==> src/rtl/bank_switch_pkg.sv <==
package bank_switch_pkg;
   typedef enum logic [1:0] {
      REG_CRAM = 2'd0,
      REG_IO   = 2'd1,
      REG_BRAM = 2'd2,
      REG_ROM  = 2'd3
   } region_e;

   function automatic int unsigned span_width(input int unsigned span);
      return (span <= 1) ? 1 : $clog2(span);
   endfunction

   function automatic bit is_pow2(input int unsigned v);
      return (v != 0) && ((v & (v - 1)) == 0);
   endfunction
endpackage

==> src/rtl/bank_region_decode.sv <==
module bank_region_decode
   import bank_switch_pkg::*;
#(
   parameter int unsigned ADDR_W    = 16,
   parameter int unsigned IO_BASE   = 'h2000,
   parameter int unsigned BRAM_BASE = 'h2800,
   parameter int unsigned ROM_BASE  = 'h4000
) (
   input  logic [ADDR_W-1:0] addr,
   input  logic              valid,
   output region_e           region,
   output logic [3:0]        sel
);
   localparam logic [ADDR_W-1:0] IO_B   = ADDR_W'(IO_BASE);
   localparam logic [ADDR_W-1:0] BRAM_B = ADDR_W'(BRAM_BASE);
   localparam logic [ADDR_W-1:0] ROM_B  = ADDR_W'(ROM_BASE);

   always_comb begin
      if (addr >= ROM_B)       region = REG_ROM;
      else if (addr >= BRAM_B) region = REG_BRAM;
      else if (addr >= IO_B)   region = REG_IO;
      else                     region = REG_CRAM;
   end

   genvar gi;
   generate
      for (gi = 0; gi < 4; gi++) begin : g_sel
         assign sel[gi] = valid && (region == region_e'(gi));
      end
   endgenerate
endmodule

==> src/rtl/bank_select_reg.sv <==
module bank_select_reg #(
   parameter int unsigned ADDR_W   = 16,
   parameter int unsigned SET_ADDR = 'h2169,
   parameter int unsigned CLR_ADDR = 'h2168
) (
   input  logic              clk,
   input  logic              rst_n,
   input  logic [ADDR_W-1:0] addr,
   input  logic              wr,
   input  logic              valid,
   output logic              bank_q
);
   localparam logic [ADDR_W-1:0] SET_A = ADDR_W'(SET_ADDR);
   localparam logic [ADDR_W-1:0] CLR_A = ADDR_W'(CLR_ADDR);

   logic wr_cyc;
   logic hit_set;
   logic hit_clr;

   assign wr_cyc  = valid && wr;
   assign hit_set = wr_cyc && (addr == SET_A);
   assign hit_clr = wr_cyc && (addr == CLR_A);

   always_ff @(posedge clk or negedge rst_n) begin
      if (!rst_n)       bank_q <= 1'b0;
      else if (hit_set) bank_q <= 1'b1;
      else if (hit_clr) bank_q <= 1'b0;
   end
endmodule

==> src/rtl/bank_phys_map.sv <==
module bank_phys_map
   import bank_switch_pkg::*;
#(
   parameter int unsigned ADDR_W    = 16,
   parameter int unsigned BRAM_BASE = 'h2800,
   parameter int unsigned ROM_BASE  = 'h4000,
   parameter int unsigned CRAM_W    = 13,
   parameter int unsigned BRAM_W    = 13,
   parameter int unsigned ROM_W     = 17
) (
   input  logic [ADDR_W-1:0] addr,
   input  logic              bank,
   input  logic [3:0]        sel,
   output logic [CRAM_W-1:0] cram_addr,
   output logic [BRAM_W:0]   bram_addr,
   output logic [ROM_W-1:0]  rom_addr
);
   localparam int unsigned ROM_SPAN = (1 << ADDR_W) - ROM_BASE;
   localparam int unsigned ROMOFF_W = span_width(ROM_SPAN);

   logic [ADDR_W-1:0] bram_off;
   logic [ROM_W-1:0]  rom_off;
   logic [ROM_W-1:0]  rom_phys;

   assign bram_off = addr - ADDR_W'(BRAM_BASE);
   assign rom_off  = ROM_W'(addr) - ROM_W'(ROM_BASE);

   generate
      if (is_pow2(ROM_SPAN)) begin : g_rom_concat
         assign rom_phys = ROM_W'({bank, rom_off[ROMOFF_W-1:0]});
      end else begin : g_rom_adder
         assign rom_phys = bank ? (rom_off + ROM_W'(ROM_SPAN)) : rom_off;
      end
   endgenerate

   always_comb begin
      cram_addr = sel[REG_CRAM] ? addr[CRAM_W-1:0] : '0;
      bram_addr = sel[REG_BRAM] ? {bank, bram_off[BRAM_W-1:0]} : '0;
      rom_addr  = sel[REG_ROM]  ? rom_phys : '0;
   end
endmodule

==> src/rtl/bank_switch_decoder.sv <==
module bank_switch_decoder
   import bank_switch_pkg::*;
#(
   parameter int unsigned ADDR_W    = 16,
   parameter int unsigned IO_BASE   = 'h2000,
   parameter int unsigned BRAM_BASE = 'h2800,
   parameter int unsigned ROM_BASE  = 'h4000,
   parameter int unsigned SET_ADDR  = 'h2169,
   parameter int unsigned CLR_ADDR  = 'h2168,
   localparam int unsigned CRAM_W   = span_width(IO_BASE),
   localparam int unsigned BRAM_W   = span_width(ROM_BASE - BRAM_BASE),
   localparam int unsigned ROM_W    = span_width(2 * ((1 << ADDR_W) - ROM_BASE))
) (
   input  logic              clk,
   input  logic              rst_n,
   input  logic [ADDR_W-1:0] addr,
   input  logic              wr,
   input  logic              valid,
   output logic              cs_cram,
   output logic              cs_io,
   output logic              cs_bram,
   output logic              cs_rom,
   output logic [CRAM_W-1:0] cram_addr,
   output logic [BRAM_W:0]   bram_addr,
   output logic [ROM_W-1:0]  rom_addr,
   output logic              bank
);
   generate
      if (ADDR_W < 4 || ADDR_W > 24) begin : g_bad_width
         $error("ADDR_W out of supported range");
      end
      if (!(IO_BASE > 0 && IO_BASE < BRAM_BASE && BRAM_BASE < ROM_BASE
            && ROM_BASE < (1 << ADDR_W))) begin : g_bad_order
         $error("region bases must ascend inside the address space");
      end
      if (SET_ADDR == CLR_ADDR) begin : g_bad_same
         $error("bank set and clear addresses must differ");
      end
      if (SET_ADDR < IO_BASE || SET_ADDR >= BRAM_BASE ||
          CLR_ADDR < IO_BASE || CLR_ADDR >= BRAM_BASE) begin : g_bad_io
         $error("bank registers must lie in I/O space");
      end
   endgenerate

   region_e    region;
   logic [3:0] sel;
   logic       bank_q;

   bank_region_decode #(
      .ADDR_W   (ADDR_W),
      .IO_BASE  (IO_BASE),
      .BRAM_BASE(BRAM_BASE),
      .ROM_BASE (ROM_BASE)
   ) u_decode (
      .addr  (addr),
      .valid (valid),
      .region(region),
      .sel   (sel)
   );

   bank_select_reg #(
      .ADDR_W  (ADDR_W),
      .SET_ADDR(SET_ADDR),
      .CLR_ADDR(CLR_ADDR)
   ) u_bank (
      .clk   (clk),
      .rst_n (rst_n),
      .addr  (addr),
      .wr    (wr),
      .valid (valid),
      .bank_q(bank_q)
   );

   bank_phys_map #(
      .ADDR_W   (ADDR_W),
      .BRAM_BASE(BRAM_BASE),
      .ROM_BASE (ROM_BASE),
      .CRAM_W   (CRAM_W),
      .BRAM_W   (BRAM_W),
      .ROM_W    (ROM_W)
   ) u_map (
      .addr     (addr),
      .bank     (bank_q),
      .sel      (sel),
      .cram_addr(cram_addr),
      .bram_addr(bram_addr),
      .rom_addr (rom_addr)
   );

   assign cs_cram = sel[REG_CRAM];
   assign cs_io   = sel[REG_IO];
   assign cs_bram = sel[REG_BRAM];
   assign cs_rom  = sel[REG_ROM];
   assign bank    = bank_q;
endmodule

==> config.mk <==
export PLATFORM = sky130hd
export DESIGN_NAME = bank_switch_decoder
export DESIGN_NICKNAME = d
export VERILOG_FILES = /design/src/rtl/bank_switch_pkg.sv /design/src/rtl/bank_region_decode.sv /design/src/rtl/bank_select_reg.sv /design/src/rtl/bank_phys_map.sv /design/src/rtl/bank_switch_decoder.sv
export SDC_FILE = /design/constraint.sdc
export NUM_CORES = 1
export LEC_CHECK = 0
export ABC_CLOCK_PERIOD_IN_PS = 2100
export BUFFER_PORTS_ARGS = -buffer_cell sky130_fd_sc_hd__buf_4
export CAP_MARGIN = 30
export CORE_MARGIN = 3
export CORE_UTILIZATION = 33
export DETAILED_ROUTE_END_ITERATION = 6
export GPL_TIMING_DRIVEN = 0
export PLACE_DENSITY_LB_ADDON = 0.12
export SETUP_SLACK_MARGIN = 0.3
export SYNTH_ARGS = -nofsm -noshare
export SYNTH_HDL_FRONTEND = slang
export SYNTH_HIERARCHICAL = 1
export SYNTH_SLANG_ARGS = --single-unit
==> constraint.sdc <==
create_clock -name clk -period 2.1 [get_ports clk]
set_input_delay 0.105 -clock clk [delete_from_list [all_inputs] [get_ports clk]]
set_output_delay 0.105 -clock clk [all_outputs]
set_load 0.05 [all_outputs]
==> results of run 1 <==
[routing by layer]
| layer | global-route usage (%) | routed length [um] |
|---|---|---|
| met2 | 40.4 | 1180 |
| met3 | 1.98 | 145 |
| met4 | 0 | 0 |
| met5 | 0 | 0 |
| met1 | 19.9 | 721 |
[worst max-delay path, stage by stage]
cell	delay, ns
buf_4	0.14
or3b_1	0.46
nor2_2	0.20
buf_2	0.22
and2_1	0.15
buf_4	0.20
[worst paths after layout]
check	start	end	slack [ns]	cells after the start
setup / recovery	addr[14]	cram_addr[10]	0.53	6
hold / removal	addr[0]	u_bank/bank_q$_DFFE_PN0P_	0.37	2
min in group asynchronous	rst_n	u_bank/bank_q$_DFFE_PN0P_	0.43	2
max in group asynchronous	rst_n	u_bank/bank_q$_DFFE_PN0P_	1.59	2
setup reg to reg	u_bank/bank_q$_DFFE_PN0P_	u_bank/bank_q$_DFFE_PN0P_	1.20	1
hold reg to reg	u_bank/bank_q$_DFFE_PN0P_	u_bank/bank_q$_DFFE_PN0P_	0.69	1
[placed cells by master, fill, tap and decap left out, types with 2 or more instances in the layout]
master,n
buf_4,68
and2_1,41
nor2_1,3
inv_1,3
nor4b_2,2
nor2_2,2
nor2b_2,2
buf_2,2
xnor2_1,2
ha_1,2
[final cells by class]
class,instances,share of cell area (%)
Timing Repair Buffer,69,48.6
Multi-Input combinational cell,68,44.3
Sequential cell,1,2.34
Buffer,3,1.99
Tap cell,15,1.75
Inverter,3,1.05
[stage by stage]
step                util, %  hold WS [ns]  instance area, um^2  worst slack, ns  cells
floorplan                 -        -0.191                  532            0.258     75
global placement       76.7        -0.119                 1060            0.544    158
detailed placement     76.7        -0.119                 1060            0.531    158
CTS                    77.5         0.377                 1070            0.524    159
global route           77.5         0.388                 1070            0.428    159
finish                 77.5         0.373                 1070            0.526    159
[power by group through the flow]
stage | Sequential, mW | Combinational (mW) | Clock, mW
finish | 0.0196 | 0.231 | 0
global route | 0.0196 | 0.244 | 0
CTS | 0.0196 | 0.233 | 0
detailed placement | 0.0196 | 0.232 | 0
global placement | 0.0196 | 0.227 | 0
floorplan | 0.0197 | 0.140 | 0
[repair_timing]
| action | 4_1_cts | 5_1_grt |
|---|---|---|
| hold endpoints to repair | 1 | 0 |
| hold buffers | 1 | 0 |
| setup endpoints to repair | 0 | 0 |
==> results.sh, run 1 <==
export IMPL_status="finished, final reports clean"
export IMPL_p_leak_nw=0.592
export IMPL_grt_pass1_vias=708
export IMPL_synth_cell_area_um2=522
export IMPL_syn2layout_area_growth_pct=105
export IMPL_cp_max_fo=10
export IMPL_top_register="u_bank/bank_q"
export IMPL_dp_hpwl_mm=1.79
export IMPL_num_vias=735
export IMPL_start_util_pct=37.7
export IMPL_track_usage_pct=18.8
export IMPL_clkTransAtPathRegs_ns=0
export IMPL_grt_pass1_wl_mm=3.00
export IMPL_start_kind="input port"
export IMPL_io_buffers=68
export IMPL_vias_per_cell=4.62
export IMPL_syn_area_per_cell_um2=6.96
export IMPL_hold_class="in2reg"
export IMPL_totalWireLength_mm=2.05
export IMPL_largest_register_ffs=1
export IMPL_post_cts_setup_buffer_count=0
export IMPL_grt_max_degree=11
export IMPL_crit_path_end_kind="primary output"
export IMPL_period_needed_ns=1.57
export IMPL_syn_nets=97
export IMPL_worstMarginPinSlew_ns=0.339
export IMPL_sw_frac_of_total_pct=59.1
export IMPL_reg_top3="u_bank/bank_q (1)"
export IMPL_fin_tns_setup_ns=0
export IMPL_p_int_mw=0.103
export IMPL_gp_congestion=0.697
export IMPL_core_area_mm2=0.00138
export IMPL_combPwrFrac_pct=92.2
export IMPL_fin_nets=168
export IMPL_ir_drop_mv=0.135
export IMPL_drive_gt1_share_pct=54.2
export IMPL_die_area_mm2=0.00209
export IMPL_diodes=0
export IMPL_die_h_um=45.8
export IMPL_io_pins=69
export IMPL_drc=0
export IMPL_ff_latch_area_um2=25.0
export IMPL_yosysWarningCount=6
export IMPL_rsz0062_at_grt="false"
export IMPL_cap_violations=0
export IMPL_post_route_period_util_pct=75.0
export IMPL_insertion_delay_ns=0
export IMPL_slew_headroom_pct=77.3
export IMPL_seqPwrFrac_pct=7.8
export IMPL_clock_power_share_pct=0
export IMPL_totalPowerFinal_mw=0.251
export IMPL_skew_ns=0
export IMPL_fill_cells=126
export IMPL_post_cts_resized=0
export IMPL_post_drt_wl_per_cell_um=12.9
export IMPL_ant_nets=0
export IMPL_fmax_mhz=635
export IMPL_synth_cells=75
export IMPL_criticalPathCategory="in2out"
export IMPL_drt_iter0_drc=8
export IMPL_grt_overflow_total=0
export IMPL_row_count=13
export IMPL_dr_pass1_iters=4
export IMPL_setup_violations=0
export IMPL_required_ns=2.00
export IMPL_final_hold_viol_count=0
export IMPL_multi_input_area_um2=474
export IMPL_die_x_um=45.8
export IMPL_netSwitchingPower_mw=0.148
export IMPL_antenna_found_initial=0
export IMPL_worstPathArrival_ns=1.47
export IMPL_powerDensity_mw_per_mm2=234
export IMPL_finalMaxSlewViolations=0
Power figures use the tool's default switching activity.
==> run 2, diff against run 1 <==
ABC_CLOCK_PERIOD_IN_PS = 1400   (was 2100)
CORE_UTILIZATION = 28   (was 33)
clock period = 1.4 ns   (was 2.1 ns; I/O delays follow)
==> run 2 against run 1 <==
Net effect:
- the flow now stops in 4_1_cts
- area after synthesis did not move
- synthesized cell count unchanged
==> results.sh, run 2 <==
export IMPL_status="stopped before the end"
export IMPL_haltStage="4_1_cts"
export IMPL_error="[ERROR DPL-0033] detailed placement checks failed during check placement."
export IMPL_post_cts_resized=80
export IMPL_syn_area_per_cell_um2=6.96
export IMPL_dpl_cell_count=167
export IMPL_io_pins=69
export IMPL_gp_congestion=0.684
export IMPL_syn_nets=97
export IMPL_synth_cells=75
export IMPL_yosysWarningCount=6
export IMPL_placed_cell_area_mm2=0.00121
export IMPL_row_count=14
export IMPL_ctsHoldBuffers=1
export IMPL_start_util_pct=32.0
export IMPL_post_cts_setup_buffer_count=6
export IMPL_dp_slack_ns=-0.00704
export IMPL_die_h_um=49.2
export IMPL_die_x_um=49.2
export IMPL_io_buffers=68
export IMPL_synth_cell_area_um2=522
export IMPL_dp_hpwl_mm=1.75
run 2: metrics by stage:
stage | hold slack, ns | TNS [ns]
detailed placement | -0.150 | -0.0167
global placement | -0.155 | 0
floorplan | -0.226 | 0
==> run 3, diff against run 2 <==
ABC_CLOCK_PERIOD_IN_PS = 1820   (was 1400)
CORE_AREA = 3 3 64 66   (was not set)
CORE_MARGIN = not set   (was 3)
CORE_UTILIZATION = not set   (was 28)
DIE_AREA = 0 0 67 69   (was not set)
PLACE_DENSITY_LB_ADDON = 0.15   (was 0.12)
SETUP_SLACK_MARGIN = not set   (was 0.3)
clock period = 1.82 ns   (was 1.4 ns; I/O delays follow)
==> run 3 against run 2 <==
Net effect:
- the flow now finishes without violations
==> results.sh, run 3 (synthesis results as in run 1) <==
export IMPL_placed_cell_area_mm2=0.00110
export IMPL_seqPwrFrac_pct=7.8
export IMPL_start_util_pct=14.4
export IMPL_insertion_delay_ns=0
export IMPL_num_vias=745
export IMPL_finalMaxSlewViolations=0
export IMPL_grt_max_degree=11
export IMPL_grt_pass1_wl_mm=3.48
export IMPL_p_leak_nw=0.592
export IMPL_grt_overflow_total=0
export IMPL_crit_path_frequent_cell="buf_4"
export IMPL_io_buffers=68
export IMPL_start_kind="input port"
export IMPL_fin_nets=168
export IMPL_combPwrFrac_pct=92.2
export IMPL_fin_tns_setup_ns=0
export IMPL_cap_violations=0
export IMPL_whs_path_depth=2
export IMPL_drive_gt1_share_pct=54.2
export IMPL_holdPathEnd="u_bank/bank_q$_DFFE_PN0P_"
export IMPL_largest_register_ffs=1
export IMPL_p_int_mw=0.118
export IMPL_criticalPathCategory="in2out"
export IMPL_slowest_stage="or3b_1"
export IMPL_die_h_um=69
export IMPL_final_hold_viol_count=0
export IMPL_die_x_um=67
export IMPL_row_count=22
export IMPL_drc=0
export IMPL_syn2layout_area_growth_pct=113
export IMPL_rr_worst_depth=1
export IMPL_cp_max_fo=10
export IMPL_worstMarginPinSlew_ns=0.405
export IMPL_cpPeakStageDelay_ns=0.46
export IMPL_vias_per_cell=3.88
export IMPL_antenna_found_initial=0
export IMPL_dp_hpwl_mm=1.88
export IMPL_setup_violations=0
export IMPL_totalWireLength_mm=2.25
export IMPL_crit_path_end_kind="primary output"
export IMPL_ant_nets=0
export IMPL_io_pins=69
export IMPL_status="finished, final reports clean"
export IMPL_slew_headroom_pct=72.8
export IMPL_r2r_end="u_bank/bank_q$_DFFE_PN0P_"
export IMPL_final_common_cell="buf_4"
export IMPL_reg_top3="u_bank/bank_q (1)"
export IMPL_hold_class="in2reg"
export IMPL_top_register="u_bank/bank_q"
export IMPL_die_area_mm2=0.00462
export IMPL_grt_pass1_vias=709
export IMPL_skew_ns=0
export IMPL_required_ns=1.73
export IMPL_holdWs_ns=0.335
export IMPL_period_needed_ns=1.56
export IMPL_cp_cell_sequence="buf_4 -> or3b_1 -> nor2_2 -> buf_2 -> and2_1 -> buf_4"
export IMPL_core_area_mm2=0.00363
export IMPL_netSwitchingPower_mw=0.173
export IMPL_clkTransAtPathRegs_ns=0
export IMPL_rr_startpoint="u_bank/bank_q$_DFFE_PN0P_"
export IMPL_gp_congestion=0.616
export IMPL_layoutNonFillerInstCount=192
export IMPL_drt_iter0_drc=5
export IMPL_post_cts_resized=0
export IMPL_sw_frac_of_total_pct=59.4
export IMPL_fmax_mhz=640
export IMPL_critPathLaunch="addr[14]"
export IMPL_post_route_period_util_pct=85.9
export IMPL_worstPathArrival_ns=1.47
export IMPL_clock_power_share_pct=0
export IMPL_track_usage_pct=9.17
export IMPL_final_cell_mix="buf_4, and2_1, nor2_1, inv_1"
export IMPL_fin_area_mm2=0.00111
export IMPL_hold_start="addr[0]"
export IMPL_rsz0062_at_grt="false"
export IMPL_powerDensity_mw_per_mm2=262
export IMPL_dpl_cell_count=191
export IMPL_ir_drop_mv=0.0772
export IMPL_diodes=0
export IMPL_dr_pass1_iters=3
export IMPL_post_drt_wl_per_cell_um=11.7
export IMPL_rrSetupSlack_ns=0.94
==> run 3: repair_timing <==
item / 4_1_cts / 5_1_grt
buffers inserted: 0 / 0
endpoints found under the hold margin: 1 / 0
hold buffers: 1 / 0
setup endpoints to repair: 0 / 0
==> run 3: critical path: cells and delay by family <==
family | cells | cell delay [ns]
and+or+nand+nor | 3 | 0.82
buffers and inverters | 3 | 0.56
==> run 3: area by class of cell <==
cell class | count | area (um^2)
tap | 48 | 60.1
multi-input combinational | 68 | 474
fill | 409 | 2520
buffer | 3 | 21.3
inverter | 3 | 11.3
sequential | 1 | 25.0
timing repair buffer | 69 | 520
==> run 3: how the worst max path moves through the flow <==
stage               depth (start not counted)       endpoint
finish                                      6   bram_addr[0]
detailed placement                          6  bram_addr[10]
global route                                6   bram_addr[8]
CTS                                         6  bram_addr[10]
global placement                            6  cram_addr[10]
floorplan                                   4   bram_addr[0]
==> run 3: routing by layer <==
metal | share of wire [%] | track usage (%) | up-vias | routed length (um)
met5 | 0 | 0 | - | 0
met4 | 0 | 0 | 0 | 0
met3 | 12 | 0.977 | 0 | 261
li1 | - | - | 379 | -
met1 | 39 | 11.8 | 325 | 881
met2 | 49 | 17.0 | 41 | 1110
==> run 3: power groups by stage <==
stage | Sequential [mW] | Combinational, mW | Clock [mW]
6_report | 0.0227 | 0.269 | 0
5_1_grt | 0.0227 | 0.285 | 0
4_1_cts | 0.0227 | 0.272 | 0
3_5_place_dp | 0.0227 | 0.270 | 0
3_3_place_gp | 0.0227 | 0.269 | 0
2_1_floorplan | 0.0227 | 0.162 | 0
==> run 3: stage by stage <==
step | worst slack (ns) | total power, mW | util (%)
6_report | 0.256 | 0.291 | 30.6
3_5_place_dp | 0.219 | 0.293 | 30.3
5_1_grt | 0.0962 | 0.308 | 30.6
3_3_place_gp | 0.240 | 0.292 | 30.3
2_1_floorplan | 0.00596 | 0.184 | -
4_1_cts | 0.216 | 0.295 | 30.6
